**src/rtl/isched_pkg.sv**
```systemverilog
package isched_pkg;

  localparam int unsigned NUM_SRC = 2;
  localparam int unsigned SRC_NMI = 0;
  localparam int unsigned SRC_IRQ = 1;

  typedef struct packed {
    logic valid;
    logic is_nmi;
  } grant_t;

endpackage

```
**src/rtl/isched_counter.sv**
```systemverilog
module isched_counter #(
  parameter int unsigned CW = 16
) (
  input  logic          clk,
  input  logic          rst,
  input  logic          load_i,
  input  logic [CW-1:0] load_val_i,
  input  logic          tick_i,
  output logic          expire_o
);

  localparam logic [CW-1:0] ONE = CW'(1);

  logic [CW-1:0] period_q;
  logic [CW-1:0] count_q;
  logic          enabled;
  logic          last;

  assign enabled  = (period_q != '0);
  assign last     = (count_q <= ONE);
  assign expire_o = tick_i && !load_i && enabled && last;

  always_ff @(posedge clk) begin
    if (rst) begin
      period_q <= '0;
      count_q  <= '0;
    end else if (load_i) begin
      period_q <= load_val_i;
      count_q  <= load_val_i;
    end else if (tick_i && enabled) begin
      if (last) count_q <= period_q;
      else      count_q <= count_q - ONE;
    end
  end

endmodule

```
**src/rtl/isched_arbiter.sv**
```systemverilog
module isched_arbiter
  import isched_pkg::*;
(
  input  logic [NUM_SRC-1:0] pend_i,
  input  logic               mask_i,
  input  logic               idle_i,
  output grant_t             grant_o
);

  always_comb begin
    grant_o = '0;
    if (pend_i[SRC_NMI]) begin
      grant_o.valid  = 1'b1;
      grant_o.is_nmi = 1'b1;
    end else if (pend_i[SRC_IRQ] && !mask_i && idle_i) begin
      grant_o.valid  = 1'b1;
      grant_o.is_nmi = 1'b0;
    end
  end

endmodule

```
**src/rtl/isched_depth.sv**
```systemverilog
module isched_depth #(
  parameter int unsigned DW = 3
) (
  input  logic          clk,
  input  logic          rst,
  input  logic          inc_i,
  input  logic          dec_i,
  output logic [DW-1:0] depth_nxt_o,
  output logic [DW-1:0] depth_o
);

  localparam logic [DW-1:0] FULL = {DW{1'b1}};
  localparam logic [DW-1:0] STEP = DW'(1);

  logic [DW-1:0] depth_q;

  always_comb begin
    depth_nxt_o = depth_q;
    if (inc_i && !dec_i && depth_q != FULL)
      depth_nxt_o = depth_q + STEP;
    else if (dec_i && !inc_i && depth_q != '0)
      depth_nxt_o = depth_q - STEP;
  end

  always_ff @(posedge clk) begin
    if (rst) depth_q <= '0;
    else     depth_q <= depth_nxt_o;
  end

  assign depth_o = depth_q;

endmodule

```
**src/rtl/irq_tick_sched.sv**
```systemverilog
module irq_tick_sched
  import isched_pkg::*;
#(
  parameter int unsigned    CW      = 16,
  parameter int unsigned    DW      = 3,
  parameter int unsigned    AW      = 16,
  parameter logic [AW-1:0]  NMI_VEC = 16'hFFFC,
  parameter logic [AW-1:0]  IRQ_VEC = 16'hFFF8
) (
  input  logic          clk,
  input  logic          rst,
  input  logic          retire_i,
  input  logic          imask_i,
  input  logic          ack_i,
  input  logic          rti_i,
  input  logic          wr_en_i,
  input  logic          wr_sel_i,
  input  logic [CW-1:0] wr_data_i,
  output logic          req_o,
  output logic          req_nmi_o,
  output logic [AW-1:0] vec_o,
  output logic [DW-1:0] depth_o
);

  logic [NUM_SRC-1:0] expire;
  logic [NUM_SRC-1:0] clr;
  logic [NUM_SRC-1:0] pend_nxt;
  logic [NUM_SRC-1:0] pend_q;
  logic               req_q;
  logic               nmi_q;
  logic [AW-1:0]      vec_q;
  logic               took;
  logic [DW-1:0]      depth_nxt;
  grant_t             grant;

  assign took = ack_i && req_q;

  for (genvar s = 0; s < NUM_SRC; s++) begin : g_src
    localparam logic SEL = (s == SRC_IRQ);
    localparam logic IS_NMI = (s == SRC_NMI);

    isched_counter #(.CW(CW)) u_cnt (
      .clk        (clk),
      .rst        (rst),
      .load_i     (wr_en_i && (wr_sel_i == SEL)),
      .load_val_i (wr_data_i),
      .tick_i     (retire_i),
      .expire_o   (expire[s])
    );

    assign clr[s]      = took && (nmi_q == IS_NMI);
    assign pend_nxt[s] = expire[s] || (pend_q[s] && !clr[s]);

    always_ff @(posedge clk) begin
      if (rst) pend_q[s] <= 1'b0;
      else     pend_q[s] <= pend_nxt[s];
    end
  end

  isched_depth #(.DW(DW)) u_depth (
    .clk         (clk),
    .rst         (rst),
    .inc_i       (took),
    .dec_i       (rti_i),
    .depth_nxt_o (depth_nxt),
    .depth_o     (depth_o)
  );

  isched_arbiter u_arb (
    .pend_i  (pend_nxt),
    .mask_i  (imask_i),
    .idle_i  (depth_nxt == '0),
    .grant_o (grant)
  );

  always_ff @(posedge clk) begin
    if (rst) begin
      req_q <= 1'b0;
      nmi_q <= 1'b0;
      vec_q <= '0;
    end else begin
      req_q <= grant.valid;
      nmi_q <= grant.valid && grant.is_nmi;
      if (!grant.valid)     vec_q <= '0;
      else if (grant.is_nmi) vec_q <= NMI_VEC;
      else                  vec_q <= IRQ_VEC;
    end
  end

  assign req_o     = req_q;
  assign req_nmi_o = nmi_q;
  assign vec_o     = vec_q;

endmodule

```
**config.mk**
```make
export PLATFORM = sky130hd
export DESIGN_NAME = irq_tick_sched
export DESIGN_NICKNAME = d
export VERILOG_FILES = /design/src/rtl/isched_pkg.sv /design/src/rtl/isched_counter.sv /design/src/rtl/isched_arbiter.sv /design/src/rtl/isched_depth.sv /design/src/rtl/irq_tick_sched.sv
export SDC_FILE = /design/constraint.sdc
export NUM_CORES = 1
export LEC_CHECK = 0
export BUFFER_PORTS_ARGS = -buffer_cell sky130_fd_sc_hd__clkbuf_2
export CORE_MARGIN = 2
export CORE_UTILIZATION = 55
export DETAILED_ROUTE_END_ITERATION = 12
export PLACE_DENSITY = 0.76
export SYNTH_ARGS = -nofsm -noshare
export SYNTH_HDL_FRONTEND = slang
export SYNTH_SLANG_ARGS = --single-unit
```
**constraint.sdc**
```tcl
create_clock -name clk -period 2.8 [get_ports clk]
set_input_delay 0.56 -clock clk [delete_from_list [all_inputs] [get_ports clk]]
set_output_delay 0.56 -clock clk [all_outputs]
set_load 0.1 [all_outputs]
```
==> results of run 1 <==
cell usage in the layout, fill, tap and decap left out, drive strengths merged, types with 4 or more instances in the layout:
master  instances
o211ai         18
a211oi         12
inv             9
or4             4
nor4           15
ha              8
a311oi          4
xor2           10
or3             4
clkbuf         52
a221o           9
a31oi          12
xnor2           8
a21oi          39
o22ai           4
a21boi          7
nor3            6
nand4           4
nor2           33
nand3           8
buf             8
dfxtp          72
o21ai          18
and3            4
nand2         106
routing by layer:
layer / routed length [um] / vias to the layer above / track usage, %
li1: - / 1768 / -
met3: 475 / 14 / 3.58
met5: 0 / - / 0
met4: 167 / 0 / 10.1
met1: 4400 / 1681 / 34.9
met2: 4490 / 97 / 40.8
synth_stat cells (4+ instances only):
cell / number / area, um^2
a211oi_1: 12 / 90.1
a21boi_0: 7 / 52.6
a21oi_1: 39 / 195
a221o_1: 9 / 90.1
a311oi_1: 4 / 35.0
a31oi_1: 12 / 75.1
and3_1: 4 / 25.0
buf_4: 14 / 105
buf_6: 5 / 56.3
clkbuf_1: 16 / 60.1
dfxtp_1: 72 / 1440
ha_1: 8 / 100
inv_1: 8 / 30.0
nand2_1: 104 / 390
nand3_1: 8 / 40.0
nand4_1: 4 / 25.0
nor2_1: 31 / 116
nor3_1: 6 / 30.0
nor4_1: 13 / 81.3
o211ai_1: 18 / 135
o21ai_0: 17 / 85.1
o22ai_1: 4 / 25.0
xnor2_1: 8 / 70.1
xor2_1: 10 / 87.6
path summary, 6_finish.rpt:
| check | endpoint | slack, ns |
|---|---|---|
| setup / recovery | g_src[0].u_cnt.count_q[15] | 0.56 |
| hold / removal | g_src[1].u_cnt.period_q[15] | 0.47 |
| setup reg to reg | g_src[0].u_cnt.count_q[15] | 0.56 |
| hold reg to reg | g_src[1].u_cnt.period_q[15] | 0.47 |
cell type report:
cell class	instances	area [um^2]
fill	589	2580
clock inverter	6	92.6
timing repair buffer	50	283
inverter	8	30.0
clock buffer	10	128
sequential	72	1440
multi-input combinational	363	2120
tap	96	120
kinds of logic (layout without fill, tap and decap cells):
logic type      count (synthesis)  count (layout)  share of synthesized area [%]
compound gates                135             135                           23.0
xor+xnor                       18              18                           4.10
fa+ha+maj                       8               8                           2.60
buf+inv                        48              74                           7.58
flops                          72              72                           37.5
mux                             1               1                          0.260
other cells                     1               2                         0.0975
simple gates                  199             199                           24.9
state kept, by name, summed over array words and instances (netlist names):
register and count:
pend_q 2, vec_o 2, req_o 1, g_src.u_cnt.period_q 32, u_depth.depth_o 3, g_src.u_cnt.count_q 32
per-stage QoR:
step           total power [mW]  util [%]  cell area, um^2
2_1_floorplan              2.53         -             3850
3_5_place_dp               2.76      58.8             3990
6_report                   3.66      62.0             4210
5_1_grt                    3.88      62.0             4210
3_3_place_gp               2.72      58.8             3990
4_1_cts                    3.66      62.0             4210
worst register-to-register path, cell delays in order (launching register included):
cell and delay (ns):
dfxtp_1 0.37, nor4_1 0.46, o211ai_1 0.21, or2_2 0.54, o21bai_1 0.23, a211oi_1 0.07, a221o_1 0.27
power groups by stage:
stage / Combinational [mW] / Sequential (mW) / Clock (mW)
global route: 1.59 / 1.33 / 0.970
CTS: 1.44 / 1.30 / 0.921
finish: 1.44 / 1.31 / 0.912
floorplan: 1.09 / 1.44 / 0
detailed placement: 1.43 / 1.33 / 0
global placement: 1.40 / 1.32 / 0
==> metrics.txt, run 1 <==
CP max FO 29; Detailed Route Iter0 Violations 216; Final ANT Viol Nets 0; final-report setup violation count 0; CP endpoint kind flip-flop; Final Cycle Share 80.1%; Sw Share 41.4%; initial antenna violation count 0; fraction of registers with async set/reset 0%; core footprint 6790 um^2; share of cells above drive strength 1 15.5%; CP top delay family simple AND/OR/NAND/NOR gates; Clk network pwr share 24.9%; r2r worst-path depth 6; Antenna Cells 0; fin crit period 2.24 ns; Worst EP arrival 2.48 ns; Crit. Startpoint g_src[0].u_cnt.count_q[11]; Psw 1.52 mW; die area 7680 um^2; Least-Margin Pin Slew 0.729 ns; Main synth FF type dfxtp_1; Peak Freq 0.446 GHz; Worst Path Required 3.04 ns; Port Buffers 42; Layout Nets 536; largest net degree at the start of global routing 65; Post-CTS Setup Repair Bufs 0; slew margin rel. 51.3%; Via density 5.88; origin of the critical flop-to-flop path g_src[0].u_cnt.count_q[11]; Syn-to-layout area delta 9.50%; Comb pwr share 39.4%; Die X 87.6 um; # placed instances 589; Clock Latency Late Sink 0.35 ns; Chip Height 87.6 um; number of global-route vias before repair 3283; clk_skew 0.00600 ns; Placer Congestion 0.846; DR WL/cell 15.8 um; Fin. Hold Viols 0; Setup crit start kind flip-flop; max incr delay on CP 0.54 ns; FP Rows 30; Min-Delay Path Class flip-flop to flip-flop; pwr/cell area 870 nW/um^2; via count 3560; # DRC 0; Post-DP HPWL 6830 um; CP Cell Sequence nor4_1 > o211ai_1 > or2_2 > o21bai_1 > a211oi_1 > a221o_1; Pre-Repair DR Iteration Count 5; critical path depth 6; IO Count 45; Post-Syn Area per Cell 7.98 um^2; Resize count post-CTS 0; Reg power frac 35.7%; register area share after synthesis 37.5%; Slew Viols, Final 0; Total Routing Usage GR 25.5%; maxcap violations 0; Max VDD drop 344 uV; HP Start g_src[1].u_cnt.period_q[15]; post-synth cell types 55; Post-Synthesis Cells 482; Sink Count 72; Yosys warnings 0; first-pass GRT wire length 15500 um; CP Class flip-flop to flip-flop; initial core utilization 56.6%; Buf/Inv on CP 0; RSZ-0062 raised after global routing false; clock root buffer master clkbuf_8; flops & latches, synth 72; Post-synth EDFFs 0; Internal 2.15 mW; clk slew on worst S/H paths 0.08 ns; run status complete, no violations; Min Hold Slack 0.473 ns; hold path cells 2; setup_tns 0 ns; Post-Route WL 9530 um; Final WS setup 0.556 ns; gr ovfl total 0; Lkg Pwr 1.66 nW; Cell Area, Synth 3850 um^2; pre-CTS setup slack 0.616 ns; CTS buffer count 9; cts hold-fix bufs 0; H-tree depth 3; TritonCTS clock tree yes; CP max-delay cell or2_2; Max clock buf depth 2; Final Non-Filler Cells 605
Note: power is estimated with default switching activity, not from simulation.
==> run 2: changes to the inputs <==
Settings changed: ABC_AREA set to 1, CORE_UTILIZATION 55 to 54, PLACE_DENSITY 0.76 to 0.77.
Clock period 2.8 ns to 2 ns, I/O delays scaled along.
==> metrics.txt, run 2 <==
run status complete, no violations (unchanged); Power Total 5.81 mW (was 3.66 mW); Synth area leader dfxtp_1 (unchanged); Post-synth EDFFs 0 (unchanged); Placer Congestion 0.885 (was 0.846); post-synth cell types 29 (was 55); die area 9160 um^2 (was 7680 um^2); cts hold-fix bufs 0 (unchanged); CP top delay family buffers and inverters (was simple AND/OR/NAND/NOR gates); TritonCTS clock tree yes (unchanged); Post-Synthesis Cells 752 (was 482); Least-Margin Pin Slew 0.540 ns (was 0.729 ns); Buf/Inv on CP 1 (was 0); maxcap violations 0 (unchanged); pwr/cell area 1160 nW/um^2 (was 870 nW/um^2); Chip Height 95.7 um (was 87.6 um); clock root buffer master clkbuf_8 (unchanged); Total Routing Usage GR 26.7% (was 25.5%); Post-DP HPWL 8500 um (was 6830 um); Sink Count 72 (unchanged); Worst Path Required 1.60 ns (was 3.04 ns); FP Rows 33 (was 30); Worst EP arrival 1.39 ns (was 2.48 ns); CTS buffer count 9 (unchanged); CP endpoint kind output pin (was flip-flop); most common library cells after synthesis 225 x nand2_1, 127 x nor2_1, 81 x inv_1, 75 x nand3_1, 72 x dfxtp_1 (was 104 x nand2_1, 72 x dfxtp_1, 39 x a21oi_1, 31 x nor2_1, 18 x o211ai_1); CP Cell Sequence clkbuf_2 (was nor4_1 > o211ai_1 > or2_2 > o21bai_1 > a211oi_1 > a221o_1); fin crit period 1.79 ns; Post-Syn Area per Cell 6.04 um^2 (was 7.98 um^2); share of cells above drive strength 1 12.0% (was 15.5%); synth top area cells dfxtp_1 32%, nand2_1 19%, nor2_1 10% (was dfxtp_1 37%, nand2_1 10%, a21oi_1 5.1%); Main synth FF type dfxtp_1 (unchanged); via count 4696 (was 3560); core footprint 8180 um^2 (was 6790 um^2); Resize count post-CTS 0 (unchanged); Fillers 794 (was 589); Antenna Cells 0 (unchanged); IO Count 45 (unchanged); Cell Area, Synth 4540 um^2 (was 3850 um^2); Min Hold Slack 0.331 ns (was 0.473 ns); setup_tns 0 ns (unchanged); DR WL/cell 13.0 um (was 15.8 um); Max clock buf depth 2 (unchanged); Max VDD drop 451 uV (was 344 uV); Detailed Route Iter0 Violations 250 (was 216); flops & latches, synth 72 (unchanged); Syn-to-layout area delta 10.5% (was 9.50%); first-pass GRT wire length 19300 um (was 15500 um); Layout Nets 811 (was 536); clk slew on worst S/H paths 0.08 ns (about the same); Final WS setup 0.209 ns (was 0.556 ns); design area 5020 um^2 (was 4210 um^2); post-synth top area share 31.7% (was 37.5%); number of global-route vias before repair 4328 (was 3283); Min-Delay Path Class primary input to flip-flop (was flip-flop to flip-flop); initial antenna violation count 0 (unchanged); Cell Area, Placed 4760 um^2 (was 3990 um^2); Post-CTS Setup Repair Bufs 0 (unchanged); Die X 95.7 um (was 87.6 um); Via density 5.28 (was 5.88); Final ANT Viol Nets 0 (unchanged); Pre-Repair DR Iteration Count 5 (unchanged); clk_skew 0.0107 ns (was 0.00600 ns); RSZ-0062 raised after global routing false (unchanged); Setup crit start kind flip-flop (unchanged); fraction of registers with async set/reset 0% (unchanged); Peak Freq 0.558 GHz; Post-Route WL 11500 um (was 9530 um); CP Class flip-flop to output pin (was flip-flop to flip-flop); Port Buffers 42 (unchanged); max incr delay on CP 0.52 ns (was 0.54 ns); final-report setup violation count 0 (unchanged); CP max FO 13 (was 29); Lkg Pwr 2.48 nW (was 1.66 nW); register area share after synthesis 31.7% (was 37.5%); Fin. Hold Viols 0 (unchanged); initial core utilization 55.6% (was 56.6%); pre-CTS setup slack 0.166 ns (was 0.616 ns); slew margin rel. 64.0% (was 51.3%); Yosys warnings 0 (unchanged); Clock Latency Late Sink 0.35 ns (about the same); Slew Viols, Final 0 (unchanged); largest net degree at the start of global routing 65 (unchanged); gr ovfl total 0 (unchanged); # DRC 0 (unchanged); CP max-delay cell clkbuf_2 (was or2_2); Final Cycle Share 89.5%; H-tree depth 3 (unchanged); commonest non-fill, non-tap cell in the layout nand2_1 (unchanged); most common cell in the netlist nand2_1 (unchanged); most frequent cells in the layout 225 x nand2_1, 127 x nor2_1, 81 x inv_1, 75 x nand3_1, 69 x dfxtp_1 (was 104 x nand2_1, 72 x dfxtp_1, 42 x clkbuf_2, 39 x a21oi_1, 31 x nor2_1)
run 2: final timing paths:
kind | end | slack [ns] | startpoint | depth (start not counted)
setup / recovery | vec_o[3] | 0.21 | vec_o[14] | 1
hold reg to reg | g_src[0].u_cnt.period_q[6] | 0.48 | g_src[0].u_cnt.period_q[6] | 2
setup reg to reg | g_src[0].u_cnt.count_q[10] | 0.25 | g_src[0].u_cnt.count_q[0] | 10
hold / removal | g_src[0].u_cnt.period_q[11] | 0.33 | wr_data_i[11] | 3
run 2: cell families (layout without fill, tap and decap cells):
family	Yosys count	count (layout)	share of synthesized area [%]
AND/OR/NAND/NOR	470	470	44.1
other	1	2	0.0825
XOR/XNOR	5	5	0.964
adder cells (fa/ha/maj)	8	8	2.20
buffers and inverters	121	152	11.8
flip-flops	72	72	31.7
AO/OA/AOI/OAI	75	75	9.09
run 2: area by class of cell:
class	instances	area [um^2]	share of cell area [%]
clock buffers	10	138	2.74
clock inverters	6	115	2.29
inverters	83	312	6.21
multi-input cells	560	2570	51.3
repair buffers	53	305	6.08
well taps	105	131	2.62
flip-flops and latches	72	1450	28.8
run 2: per-layer routing:
layer	track usage, %	vias up	wire (um)	share of wire [%]
met5	0	-	0	0
met4	9.52	0	262	2.3
met3	3.45	25	696	6.0
met2	45.0	184	5370	47
met1	34.9	2091	5210	45
li1	-	2396	-	-
run 2: where the power goes:
group | switching [mW] | internal [mW]
clock | 0.588 | 0.869
combinational | 1.79 | 0.770
sequential | 0.190 | 1.60
run 2: through the flow:
| stage | util [%] | std cells |
|---|---|---|
| floorplan | - | 753 |
| global placement | 58.2 | 873 |
| detailed placement | 58.2 | 873 |
| CTS | 61.3 | 889 |
| finish | 61.4 | 889 |
| global route | 61.4 | 889 |
